File: config.mk
export PLATFORM = sky130hd
export DESIGN_NAME = skew_tent_step
export DESIGN_NICKNAME = d
export VERILOG_FILES = /design/src/rtl/skew_tent_pkg.sv /design/src/rtl/ste_branch_sel.sv /design/src/rtl/ste_restoring_div.sv /design/src/rtl/ste_ceil_round.sv /design/src/rtl/skew_tent_step.sv
export SDC_FILE = /design/constraint.sdc
export NUM_CORES = 1
export LEC_CHECK = 0
export ABC_AREA = 1
export BUFFER_PORTS_ARGS = -buffer_cell sky130_fd_sc_hd__buf_2
export CORE_UTILIZATION = 44
export DETAILED_ROUTE_END_ITERATION = 10
export GPL_ROUTABILITY_DRIVEN = 0
export GPL_TIMING_DRIVEN = 0
export PLACE_DENSITY = 0.6
export SLEW_MARGIN = 20
export SYNTH_ARGS = -nofsm -noshare
export SYNTH_HDL_FRONTEND = slang
export SYNTH_SLANG_ARGS = --single-unit
export TNS_END_PERCENT = 1
File: constraint.sdc
create_clock -name clk -period 4.1 [get_ports clk]
set_clock_uncertainty 0.05 [all_clocks]
set_input_delay 1.23 -clock clk [delete_from_list [all_inputs] [get_ports clk]]
set_output_delay 1.23 -clock clk [all_outputs]
set_load 0.1 [all_outputs]
File: src/rtl/skew_tent_pkg.sv
package skew_tent_pkg;

    // Which branch of the map a state word falls into.
    typedef enum logic [1:0] {
        BR_SAT  = 2'd0,   // X == P or X == 0: saturate to all ones
        BR_LOW  = 2'd1,   // 0 < X < P
        BR_HIGH = 2'd2    // X > P
    } ste_branch_e;

    // Width of a counter able to hold the value n.
    function automatic int unsigned ste_cnt_width(input int unsigned n);
        return (n < 2) ? 1 : $clog2(n + 1);
    endfunction

endpackage

File: src/rtl/ste_branch_sel.sv
module ste_branch_sel
    import skew_tent_pkg::*;
#(
    parameter int unsigned W = 32
) (
    input  logic [W-1:0] x,
    input  logic [W-1:0] p,
    output ste_branch_e  br,
    output logic [W:0]   num_hi,
    output logic [W:0]   den
);
    localparam logic [W:0] FULL = {1'b1, {W{1'b0}}};

    logic [W:0] x_ext;
    logic [W:0] p_ext;

    assign x_ext = {1'b0, x};
    assign p_ext = {1'b0, p};

    // The numerator is num_hi * 2^W; only its upper half is carried.
    always_comb begin
        br     = BR_SAT;
        num_hi = '0;
        den    = FULL;
        if (x == '0 || x == p) begin
            br = BR_SAT;
        end else if (x < p) begin
            br     = BR_LOW;
            num_hi = x_ext;
            den    = p_ext;
        end else begin
            br     = BR_HIGH;
            num_hi = FULL - x_ext;
            den    = FULL - p_ext;
        end
    end
endmodule

File: src/rtl/ste_restoring_div.sv
module ste_restoring_div
    import skew_tent_pkg::*;
#(
    parameter int unsigned W = 32
) (
    input  logic         clk,
    input  logic         rst,
    input  logic         go,
    input  logic [W:0]   num_hi,
    input  logic [W:0]   den,
    output logic [W-1:0] q,
    output logic         rem_nz,
    output logic         valid
);
    localparam int unsigned CW   = ste_cnt_width(W);
    localparam logic [CW-1:0] LAST = CW'(W - 1);

    logic [W+1:0]  rem;
    logic [W:0]    den_q;
    logic [CW-1:0] cnt;
    logic          run;
    logic [W+1:0]  trial;
    logic [W+1:0]  den_ext;
    logic          fits;

    assign trial   = {rem[W:0], 1'b0};
    assign den_ext = {1'b0, den_q};
    assign fits    = (trial >= den_ext);
    assign rem_nz  = (rem != '0);

    always_ff @(posedge clk) begin
        if (rst) begin
            rem   <= '0;
            den_q <= '0;
            cnt   <= '0;
            run   <= 1'b0;
            q     <= '0;
            valid <= 1'b0;
        end else begin
            valid <= 1'b0;
            if (go && !run) begin
                rem   <= {1'b0, num_hi};
                den_q <= den;
                cnt   <= '0;
                q     <= '0;
                run   <= 1'b1;
            end else if (run) begin
                if (fits) begin
                    rem <= trial - den_ext;
                    q   <= {q[W-2:0], 1'b1};
                end else begin
                    rem <= trial;
                    q   <= {q[W-2:0], 1'b0};
                end
                cnt <= cnt + 1'b1;
                if (cnt == LAST) begin
                    run   <= 1'b0;
                    valid <= 1'b1;
                end
            end
        end
    end

    // Partial remainder always stays below the divisor during the run.
    assert_rem_below_div_R5: assert property (@(posedge clk) disable iff (rst)
        run |-> (rem < den_ext));

    // Step counter never passes the last quotient bit.
    assert_cnt_bound_R6: assert property (@(posedge clk) disable iff (rst)
        run |-> (cnt <= LAST));

    // A kick while idle always starts a run.
    assert_go_starts_R6: assert property (@(posedge clk) disable iff (rst)
        (go && !run) |=> run);
endmodule

File: src/rtl/ste_ceil_round.sv
module ste_ceil_round #(
    parameter int unsigned W = 32
) (
    input  logic         en,
    input  logic [W-1:0] q,
    input  logic         rem_nz,
    output logic [W-1:0] y
);
    assign y = q + {{(W-1){1'b0}}, rem_nz};

    // Rounding up must never wrap past all ones.
    always_comb begin
        if (en && rem_nz) begin
            assert_no_overflow_R5: assert (q != '1);
        end
    end
endmodule

File: src/rtl/skew_tent_step.sv
module skew_tent_step
    import skew_tent_pkg::*;
#(
    parameter int unsigned W = 32
) (
    input  logic         clk,
    input  logic         rst,
    input  logic         start,
    input  logic [W-1:0] x_in,
    input  logic [W-1:0] p1,
    output logic [W-1:0] x_out,
    output logic         done
);
    localparam int unsigned LW = ste_cnt_width(W + 2);

    ste_branch_e  br;
    logic [W:0]   num_hi;
    logic [W:0]   den;
    logic         busy;
    logic         sat_pend;
    logic         accept;
    logic         div_go;
    logic [W-1:0] div_q;
    logic         div_nz;
    logic         div_valid;
    logic [W-1:0] rounded;
    logic         finish;
    logic [W-1:0] result;

    ste_branch_sel #(.W(W)) u_sel (
        .x      (x_in),
        .p      (p1),
        .br     (br),
        .num_hi (num_hi),
        .den    (den)
    );

    assign accept = start && !busy;
    assign div_go = accept && (br != BR_SAT);

    ste_restoring_div #(.W(W)) u_div (
        .clk    (clk),
        .rst    (rst),
        .go     (div_go),
        .num_hi (num_hi),
        .den    (den),
        .q      (div_q),
        .rem_nz (div_nz),
        .valid  (div_valid)
    );

    ste_ceil_round #(.W(W)) u_round (
        .en     (div_valid),
        .q      (div_q),
        .rem_nz (div_nz),
        .y      (rounded)
    );

    assign finish = sat_pend || div_valid;
    assign result = sat_pend ? {W{1'b1}} : rounded;

    always_ff @(posedge clk) begin
        if (rst) begin
            busy     <= 1'b0;
            sat_pend <= 1'b0;
            done     <= 1'b0;
            x_out    <= '0;
        end else begin
            done     <= finish;
            sat_pend <= accept && (br == BR_SAT);
            if (finish) begin
                x_out <= result;
            end
            if (accept) begin
                busy <= 1'b1;
            end else if (finish) begin
                busy <= 1'b0;
            end
        end
    end

    // Checker state: cycles since acceptance, and a post-reset qualifier.
    logic [LW-1:0] lat_cnt;
    logic          past_ok;

    always_ff @(posedge clk) begin
        if (rst) begin
            lat_cnt <= '0;
            past_ok <= 1'b0;
        end else begin
            past_ok <= 1'b1;
            if (accept) begin
                lat_cnt <= '0;
            end else if (busy) begin
                lat_cnt <= lat_cnt + 1'b1;
            end
        end
    end

    // Divider result lands exactly W cycles after acceptance.
    assert_div_latency_R6: assert property (@(posedge clk) disable iff (rst)
        div_valid |-> (lat_cnt == LW'(W)));

    // done never lasts more than one cycle.
    assert_done_pulse_R7: assert property (@(posedge clk) disable iff (rst)
        done |=> !done);

    // Output held between completions.
    assert_hold_out_R7: assert property (@(posedge clk) disable iff (rst)
        (past_ok && !done) |-> $stable(x_out));

    // An in-flight step cannot be dropped by a new start.
    assert_busy_holds_R8: assert property (@(posedge clk) disable iff (rst)
        (busy && !finish) |=> busy);

    // A completed result is never zero.
    assert_nonzero_R11: assert property (@(posedge clk) disable iff (rst)
        done |-> (x_out != '0));
endmodule

==> results.toml, run 1 <==
[status]
status = "finished, final reports clean"

[finish]
instances_no_fill = 2549
final_nets = 2296
layout-drive-gt1-share_pct = 9.72
area_growth_pct = 12.7
nFillCells = 2992
n_antenna_cell = 0

[clock_tree]
hold_buffers = 0
clock_latency_ns = 0.44
clk_pin_slew_ns = 0.06
cts-htree-levels = 4
cts_resized = 0
clkSinkCount = 142
numCtsBuffers = 17
clock_path_buffers = 2
postCtsSetupRepairBufs = 0
root_buffer = "clkbuf_16"
cts_tree = "yes"

[timing]
slew_headroom_pct = 50.5
finalSetupViolations = 0
tns_ns = 0
finalHoldViolCount = 0
setup_slack_ns = 0.631
worst_pin_slew_ns = 0.742
fin_crit_sh_pct = 84.6
clock.fmax_mhz = 288
rsz0062_at_grt = "no"
layout_min_cycle_time_ns = 3.47
slew_violations = 0

[drt]
drc = 0
wl_per_cell_um = 16.5
drtIter0Drc = 977
viasPerCell = 5.20
drt_wl_total_mm = 42.0
dr_total_vias = 13300
detail-route-antenna-nets = 0
dr.pass1.iters = 7

[setup_path]
endpoint_kind = "flip-flop"
cp.arrival_ns = 3.71
critPathMaxFanout = 10
slowest_stage = "clkbuf_1"
crit_path_max_incr_delay_ns = 0.39
crit_type = "in2reg"
crit_buf_inv = 4
cp-start-kind = "input pin"
worstPathRequired_ns = 4.34
crit_chain = "buf_2, inv_1, ha_1, nand2_1, nor2_1, nand2_1, inv_1, nand4_1, nand4_4, clkbuf_1, nand3_1, nand3_1, a21oi_1"
critPathTopFamily = "simple AND/OR/NAND/NOR gates"

[placement]
post-dp-hpwl_mm = 34.9
port-buffer-count = 98
preCtsSetupSlack_ns = 0.262
dp.cells = 2517

[floorplan]
start_util_pct = 44.7
core-area_um2 = 27700
die-width_um = 170
ios = 100
die-area_um2 = 28800
rows = 61
dieHeight_um = 170

[synth]
synthTopCellsByCount = "nand2_1 (549), inv_1 (328), nor2_1 (218), nand3_1 (199), dfxtp_1 (142)"
mappedNetlistArea_um2 = 12400
synth_edf_count = 0
synth.most_common_cell = "nand2_1"
synth.largest_area_cell = "dfxtp_1"
ys.flop_type = "dfxtp_1"
yosysTopAreaCellShare_pct = 23.0
postSynthAreaPerCell_um2 = 6.07
synthesis.nets = 2179
ys_warn_count = 0
ys_top_cells_by_area = "dfxtp_1 (23%), nand2_1 (17%), inv_1 (9.9%), nand3_1 (8.0%), ha_1 (7.1%)"
yosysUniqueCellTypes = 55
synth_seq_cells = 142
ys_seq_area_share_pct = 23.0
synthCells = 2041
async_flop_share_pct = 0

[pwr]
peakVddDrop_mv = 0.279
leakage_nw = 7.07
power-per-cell-area_nw_per_um2 = 492

[global_routing]
grt_pass1_wl_mm = 65.9
grt_max_degree = 17
gr-total-overflow = 0
antenna_found_initial = 0
grt_pass1_vias = 12300
grt_usage_pct = 29.5

[min_path]
hp-class = "reg2reg"

[run]
cap_violations = 0
-- cell families (layout without fill, tap and decap cells) --
kind of cell	Yosys count	after routing	synth area share [%]
AND/OR/NAND/NOR	1098	1098	39.1
buffers and inverters	398	528	12.9
AO/OA/AOI/OAI	238	238	11.2
flip-flops	142	142	23.0
XOR/XNOR	94	94	6.65
adder cells (fa/ha/maj)	71	71	7.24
-- registers in the layout, summed over array words and instances, names as in the netlist --
signal       count
u_div.cnt        6
u_div.rem       34
u_div.valid      1
done             1
u_div.q         32
u_div.den_q     33
sat_pend         1
u_div.run        1
busy             1
x_out           32
-- metal layers --
metal | GRT usage (%) | part of all wire, % | vias up
met5 | 0 | 0 | -
met3 | 2.92 | 5.9 | 78
met2 | 44.9 | 42 | 427
met4 | 10.8 | 3.3 | 0
li1 | - | - | 6755
met1 | 42.9 | 49 | 6007
-- power breakdown --
group	internal, mW	total, mW	switching, mW
registers	1.52	1.67	0.146
clock network	0.890	1.58	0.689
logic	1.19	3.62	2.43
total	3.60	6.86	3.26
-- worst register-to-register path, delay by kind of cell, from the launching register on --
kind | cells | cell delay [ns]
AND/OR/NAND/NOR | 11 | 1.98
AO/OA/AOI/OAI | 1 | 0.14
adder cells (fa/ha/maj) | 2 | 0.49
XOR/XNOR | 1 | 0.15
flip-flops | 1 | 0.36
buffers and inverters | 2 | 0.12
-- area by class of cell --
| class | instances | area, µm² | area share [%] |
|---|---|---|---|
| Multi-Input combinational cell | 1501 | 7940 | 56.9 |
| Timing Repair Buffer | 98 | 490 | 3.52 |
| Clock inverter | 14 | 170 | 1.22 |
| Clock buffer | 18 | 439 | 3.15 |
| Tap cell | 378 | 473 | 3.39 |
| Sequential cell | 142 | 2840 | 20.4 |
| Buffer | 64 | 339 | 2.43 |
| Inverter | 334 | 1250 | 8.99 |
-- final timing paths --
| check | slack (ns) | endpoint | start | depth (start not counted) |
|---|---|---|---|---|
| min | 0.42 | x_out[0]$_SDFFE_PP0P_ | x_out[0]$_SDFFE_PP0P_ | 2 |
| min reg2reg | 0.42 | x_out[0]$_SDFFE_PP0P_ | x_out[0]$_SDFFE_PP0P_ | 2 |
| max reg2reg | 0.74 | x_out[28]$_SDFFE_PP0P_ | u_div.rem[4]$_SDFFE_PP0P_ | 17 |
| max | 0.63 | u_div.rem[15]$_SDFFE_PP0P_ | p1[25] | 13 |
-- stage by stage --
| step | utilization (%) | hold WS [ns] | area (µm²) | total power [mW] |
|---|---|---|---|---|
| final | 50.4 | 0.423 | 14000 | 6.86 |
| after global routing | 50.4 | 0.455 | 14000 | 7.42 |
| after CTS | 50.4 | 0.425 | 14000 | 6.82 |
| after detailed placement | 48.2 | 0.414 | 13300 | 5.23 |
| after global placement | 48.2 | 0.403 | 13300 | 5.20 |
| after floorplan | - | 0.401 | 12400 | 4.25 |
-- cells in the final DEF, fill, tap and decap left out, types with 3 or more instances in the layout --
cell and n:
a211oi_1 28, a21o_1 3, a21oi_1 100, and2_1 8
buf_2 123, buf_4 4, buf_6 7, clkbuf_1 28
clkbuf_16 17, dfxtp_1 142, ha_1 70, inv_1 328
inv_2 3, inv_6 4, inv_8 5, nand2_1 549
nand2_2 4, nand3_1 199, nand3b_1 10, nand4_1 31
nor2_1 218, nor2_2 11, nor2_4 5, nor3_1 21
nor3_2 5, nor4_1 14, o211ai_1 3, o21ai_0 71
o21bai_1 6, o221ai_1 18, or2_1 3, xnor2_1 3
xor2_1 91
No activity file was read; power rests on OpenSTA's default activity.
==> run 2, diff against run 1 <==
clock period = 3.24 ns   (was 4.1 ns; I/O delays follow)
==> run 2 against run 1 <==
Combinational power grew 28%; register-to-register slack lost 0.55 ns; sequential share of layout area shrank 0.081 points; flip-flop and latch count is the same; clock-buffer cell count is the same; clock power grew 27%; power grew 28%; utilization grew 0.42 points; first-iteration DRC count grew 5.0%; via count grew 0.34%; non-clock buffer count grew 2.
==> results.toml, run 2 (synthesis gave the netlist of run 1 again) <==
[clock_tree]
clkSinkCount = 142
clk_pin_slew_ns = 0.06
clock_path_buffers = 2
root_buffer = "clkbuf_16"
cts-htree-levels = 4
numCtsBuffers = 17
clock_latency_ns = 0.43
cts_tree = "yes"

[timing]
fin_crit_sh_pct = 95.4
finalHoldViolCount = 0
rsz0062_at_grt = "yes"
whs_ns = 0.425
finalSetupViolations = 0
slew_headroom_pct = 45.5
layout_min_cycle_time_ns = 3.09
worst_pin_slew_ns = 0.810
tns_ns = 0
clock.fmax_mhz = 324
setup_slack_ns = 0.150
slew_violations = 0

[run]
cap_violations = 0

[finish]
utilization_pct = 50.8
biggestRegsByFlops = "u_div.rem x34, u_div.den_q x33"
area_growth_pct = 13.7
n_antenna_cell = 0
instances_no_fill = 2551
final_nets = 2298
max_flop_register = "u_div.rem"
layout_common_cells = "nand2_1 (548), inv_1 (328), nor2_1 (217), nand3_1 (197), dfxtp_1 (132)"
final_cell_area_um2 = 14100
layout-drive-gt1-share_pct = 10.8
final_common_cell = "nand2_1"
largest_reg_flops = 34

[placement]
placed_area_um2 = 13300
post-dp-hpwl_mm = 34.9
dp.cells = 2517
port-buffer-count = 98
preCtsSetupSlack_ns = -0.340

[drt]
dr_total_vias = 13300
detail-route-antenna-nets = 0
drc = 0
viasPerCell = 5.22
drt_wl_total_mm = 42.0
dr.pass1.iters = 6
drtIter0Drc = 1026
wl_per_cell_um = 16.4

[setup_path]
rrSetupSlack_ns = 0.19
reg2reg_from = "u_div.rem[12]$_SDFFE_PP0P_"
slowest_stage = "nand4_1"
worstRegToRegCells = 15
critPathLaunch = "p1[7]"
crit_type = "in2reg"
crit_end = "u_div.rem[26]$_SDFFE_PP0P_"
crit_path_max_incr_delay_ns = 0.35
crit_path_frequent_cell = "nand4_1"
cp-start-kind = "input pin"
endpoint_kind = "flip-flop"
cp.arrival_ns = 3.37
r2r_end = "x_out[16]$_SDFFE_PP0P_"
crit_chain = "buf_2, inv_1, ha_1, nand2_1, nor2_1, nand4_1, nor2_1, nand4_1, nand3_4, nor2_4, buf_6, nand4_1, nand3_1, nand2_1, inv_1"
critPathMaxFanout = 10
worstPathRequired_ns = 3.52

[floorplan]
ios = 100
rows = 61
die-area_um2 = 28800
dieHeight_um = 170
start_util_pct = 44.7
core-area_um2 = 27700
die-width_um = 170

[global_routing]
grt_usage_pct = 29.6
antenna_found_initial = 0
grt_pass1_vias = 12300
gr-total-overflow = 0
grt_max_degree = 17
grt_pass1_wl_mm = 65.9

[pwr]
power-per-cell-area_nw_per_um2 = 622
peakVddDrop_mv = 0.355
leakage_nw = 7.12
p_total_mw = 8.75

[status]
status = "finished, final reports clean"

[min_path]
hp-class = "reg2reg"
-- run 2: changes by cell type in the layout (fill, tap and decap cells not counted), moves of 3 or more --
cell	before	now
dfxtp_1	142	132
nor4_1	14	10
buf_4	4	7
dfxtp_2	0	10
-- run 2: worst min path at each step --
stage                                          from                         to  cells past startpoint
final                         x_out[0]$_SDFFE_PP0P_      x_out[0]$_SDFFE_PP0P_                      2
after global routing          x_out[0]$_SDFFE_PP0P_      x_out[0]$_SDFFE_PP0P_                      2
after CTS                     x_out[0]$_SDFFE_PP0P_      x_out[0]$_SDFFE_PP0P_                      2
after detailed placement      x_out[0]$_SDFFE_PP0P_      x_out[0]$_SDFFE_PP0P_                      2
after global placement        x_out[0]$_SDFFE_PP0P_      x_out[0]$_SDFFE_PP0P_                      2
after floorplan           u_div.cnt[5]$_SDFFE_PP0P_  u_div.cnt[5]$_SDFFE_PP0P_                      2
-- run 2: routing by layer --
layer / wire length (µm) / share of wire [%] / vias up / global-route usage, %
met2: 17700 / 42 / 438 / 44.8
li1: - / - / 6762 / -
met1: 20200 / 48 / 6041 / 43.0
met5: 0 / 0 / - / 0
met4: 1340 / 3.2 / 0 / 10.8
met3: 2750 / 6.6 / 71 / 2.92
-- run 2: what timing repair did --
action,CTS,global route
pin swaps,0,7
buffers inserted,0,2
hold buffers,0,0
resized for setup,2,31
endpoints found under the setup margin,2,25
-- run 2: cell type report --
type | instances | area (µm²)
repair buffers | 100 | 505
inverters | 334 | 1260
clock buffers | 18 | 439
plain buffers | 64 | 343
fillers | 2979 | 13600
clock inverters | 14 | 170
multi-input cells | 1501 | 8030
well taps | 378 | 473
flip-flops and latches | 142 | 2860
-- run 2: power breakdown --
part           leakage, nW  internal (mW)  total [mW]  switching (mW)
registers             1.16           1.93        2.13           0.198
logic                 5.65           1.53        4.63            3.10
clock network        0.297           1.13        2.00           0.869
-- run 2: worst max-delay path: cells and delay by family --
family | cells | cell delay [ns]
adder cells (fa/ha/maj) | 1 | 0.30
AND/OR/NAND/NOR | 10 | 1.67
buffers and inverters | 4 | 0.41
==> run 3, diff against run 2 <==
BUFFER_PORTS_ARGS = unset   (was -buffer_cell sky130_fd_sc_hd__buf_2)
DONT_BUFFER_PORTS = 1   (was unset)
PLACE_DENSITY = 0.57   (was 0.6)
==> run 3 against run 2 <==
Clock power rose by 4%; critical path depth rose by 1; register-to-register slack got worse by 0.02 ns; wire length rose by 1.5%; hold slack improved by 0.011 ns; flip-flop and latch count did not move; power fell by 0.16%; design area fell by 3.8%; die area did not move; non-clock buffer count fell by 98; cell count fell by 3.8%; utilization fell by 1.9 points; critical path type is now reg2reg; critical endpoint is now x_out[28]$_SDFFE_PP0P_; largest power group unchanged; highest routed layer unchanged.
==> results.toml, run 3 (synthesis gave the netlist of run 1 again) <==
[drt]
detail-route-antenna-nets = 0
dr.pass1.iters = 6
drtIter0Drc = 956
drt_wl_total_mm = 42.6
wl_per_cell_um = 17.3
drc = 0
dr_total_vias = 13000
viasPerCell = 5.29

[timing]
whs_ns = 0.436
fin_crit_sh_pct = 94.7
setup_slack_ns = 0.172
finalSetupViolations = 0
layout_min_cycle_time_ns = 3.07
clock.fmax_mhz = 326
slew_headroom_pct = 33.0
worst_pin_slew_ns = 1.00
tns_ns = 0
finalHoldViolCount = 0
slew_violations = 0
rsz0062_at_grt = "yes"

[setup_path]
crit_type = "reg2reg"
cp.arrival_ns = 3.35
worstRegToRegCells = 16
reg2reg_from = "u_div.rem[20]$_SDFFE_PP0P_"
cp-start-kind = "flip-flop"
endpoint_kind = "flip-flop"
crit_path_max_incr_delay_ns = 0.57
rrSetupSlack_ns = 0.17
crit_chain = "or4_1, nor4_4, nand2_1, ha_1, ha_1, nand2_1, inv_1, nand4_1, nor2_1, nand3_1, nor2_2, nand3_2, nor2_1, xor2_1, o21ai_1, inv_1"
critPathMaxFanout = 4
r2r_end = "x_out[28]$_SDFFE_PP0P_"
slowest_stage = "or4_1"
worstPathRequired_ns = 3.52

[clock_tree]
hold_buffers = 0
clkSinkCount = 142
clock_latency_ns = 0.43
cts-htree-levels = 4
root_buffer = "clkbuf_16"
clock_path_buffers = 2
cts_tree = "yes"
numCtsBuffers = 17
clk_pin_slew_ns = 0.07

[finish]
biggestRegsByFlops = "u_div.rem x34, u_div.den_q x33"
area_growth_pct = 9.33
layout-drive-gt1-share_pct = 5.73
layout_common_cells = "nand2_1 (549), inv_1 (328), nor2_1 (217), nand3_1 (198), dfxtp_1 (142)"
nFillCells = 3020
max_flop_register = "u_div.rem"
utilization_pct = 48.9
largest_reg_flops = 34
final_common_cell = "nand2_1"
final_nets = 2200

[floorplan]
rows = 61
die-area_um2 = 28800
dieHeight_um = 170
core-area_um2 = 27700
die-width_um = 170
ios = 100
start_util_pct = 44.7

[global_routing]
gr-total-overflow = 0
grt_usage_pct = 30.1
antenna_found_initial = 0
grt_pass1_vias = 12100
grt_max_degree = 17
grt_pass1_wl_mm = 66.2

[pwr]
p_total_mw = 8.74
power-per-cell-area_nw_per_um2 = 646
peakVddDrop_mv = 0.381
leakage_nw = 6.66

[run]
cap_violations = 0

[min_path]
hold_start = "u_div.cnt[5]$_SDFFE_PP0P_"
min_to = "u_div.cnt[5]$_SDFFE_PP0P_"
worst_hold_path.num_cells = 2
hp-class = "reg2reg"

[placement]
post-dp-hpwl_mm = 35.2
port-buffer-count = 0
preCtsSetupSlack_ns = -0.200

[status]
status = "finished, final reports clean"
-- run 3: cell types whose count changed in the layout (fill, tap and decap cells not counted), sizes merged --
cell	previous run	this run
buf	136	38
bufinv	1	3
clkbuf	46	47
clkinvlp	1	2
diode	0	1
inv	341	337
-- run 3: metal layers --
| metal | GRT usage (%) | up-vias | wire, µm |
|---|---|---|---|
| li1 | - | 6571 | - |
| met1 | 43.0 | 5924 | 20300 |
| met2 | 45.1 | 438 | 17800 |
| met3 | 4.80 | 51 | 3290 |
| met4 | 10.8 | 0 | 1190 |
| met5 | 0 | - | 0 |
-- run 3: worst max path at each step --
stage | startpoint | to | slack [ns] | cells after the start
final | u_div.rem[20]$_SDFFE_PP0P_ | x_out[28]$_SDFFE_PP0P_ | 0.17 | 16
after global routing | u_div.rem[0]$_SDFFE_PP0P_ | x_out[30]$_SDFFE_PP0P_ | -0.03 | 17
after CTS | u_div.rem[4]$_SDFFE_PP0P_ | x_out[28]$_SDFFE_PP0P_ | 0.05 | 17
after detailed placement | p1[7] | u_div.rem[17]$_SDFFE_PP0P_ | -0.20 | 12
after global placement | p1[7] | u_div.rem[13]$_SDFFE_PP0P_ | -0.18 | 12
after floorplan | p1[7] | u_div.rem[13]$_SDFFE_PP0P_ | 0.53 | 12
-- run 3: where the power goes --
part           total (mW)  leakage (nW)  internal (mW)  switching [mW]
Clock                2.08         0.296           1.25           0.831
Sequential           2.12          1.16           1.93           0.194
Combinational        4.54          5.20           1.48            3.06
-- run 3: layout make-up --
class,instances,area (µm²),share of cell area (%)
diodes,1,2.50,0.0185
plain buffers,64,339,2.51
clock buffers,19,443,3.27
clock inverters,13,175,1.29
inverters,334,1250,9.27
multi-input cells,1501,7990,59.0
flip-flops and latches,142,2840,21.0
well taps,378,473,3.49
repair buffers,2,15.0,0.111
-- run 3: timing repair --
item | in CTS | in global routing
endpoints found under the setup margin | 1 | 11
hold endpoints to repair | 0 | 0
pin swaps | 0 | 2
buffers inserted | 0 | 2
gates resized for setup | 1 | 8
-- run 3: stage by stage --
step / instances / cell area (µm²)
6_report: 2454 / 13500
5_1_grt: 2453 / 13500
4_1_cts: 2451 / 13500
3_5_place_dp: 2419 / 12900
3_3_place_gp: 2419 / 12900
2_1_floorplan: 2041 / 12400
-- run 3: worst max-delay path, delay by kind of cell (launching register included) --
family / cells / cell delay [ns]
fa+ha+maj: 2 / 0.43
simple gates: 10 / 1.75
flops: 1 / 0.34
buf+inv: 2 / 0.12
xor+xnor: 1 / 0.14
compound gates: 1 / 0.12
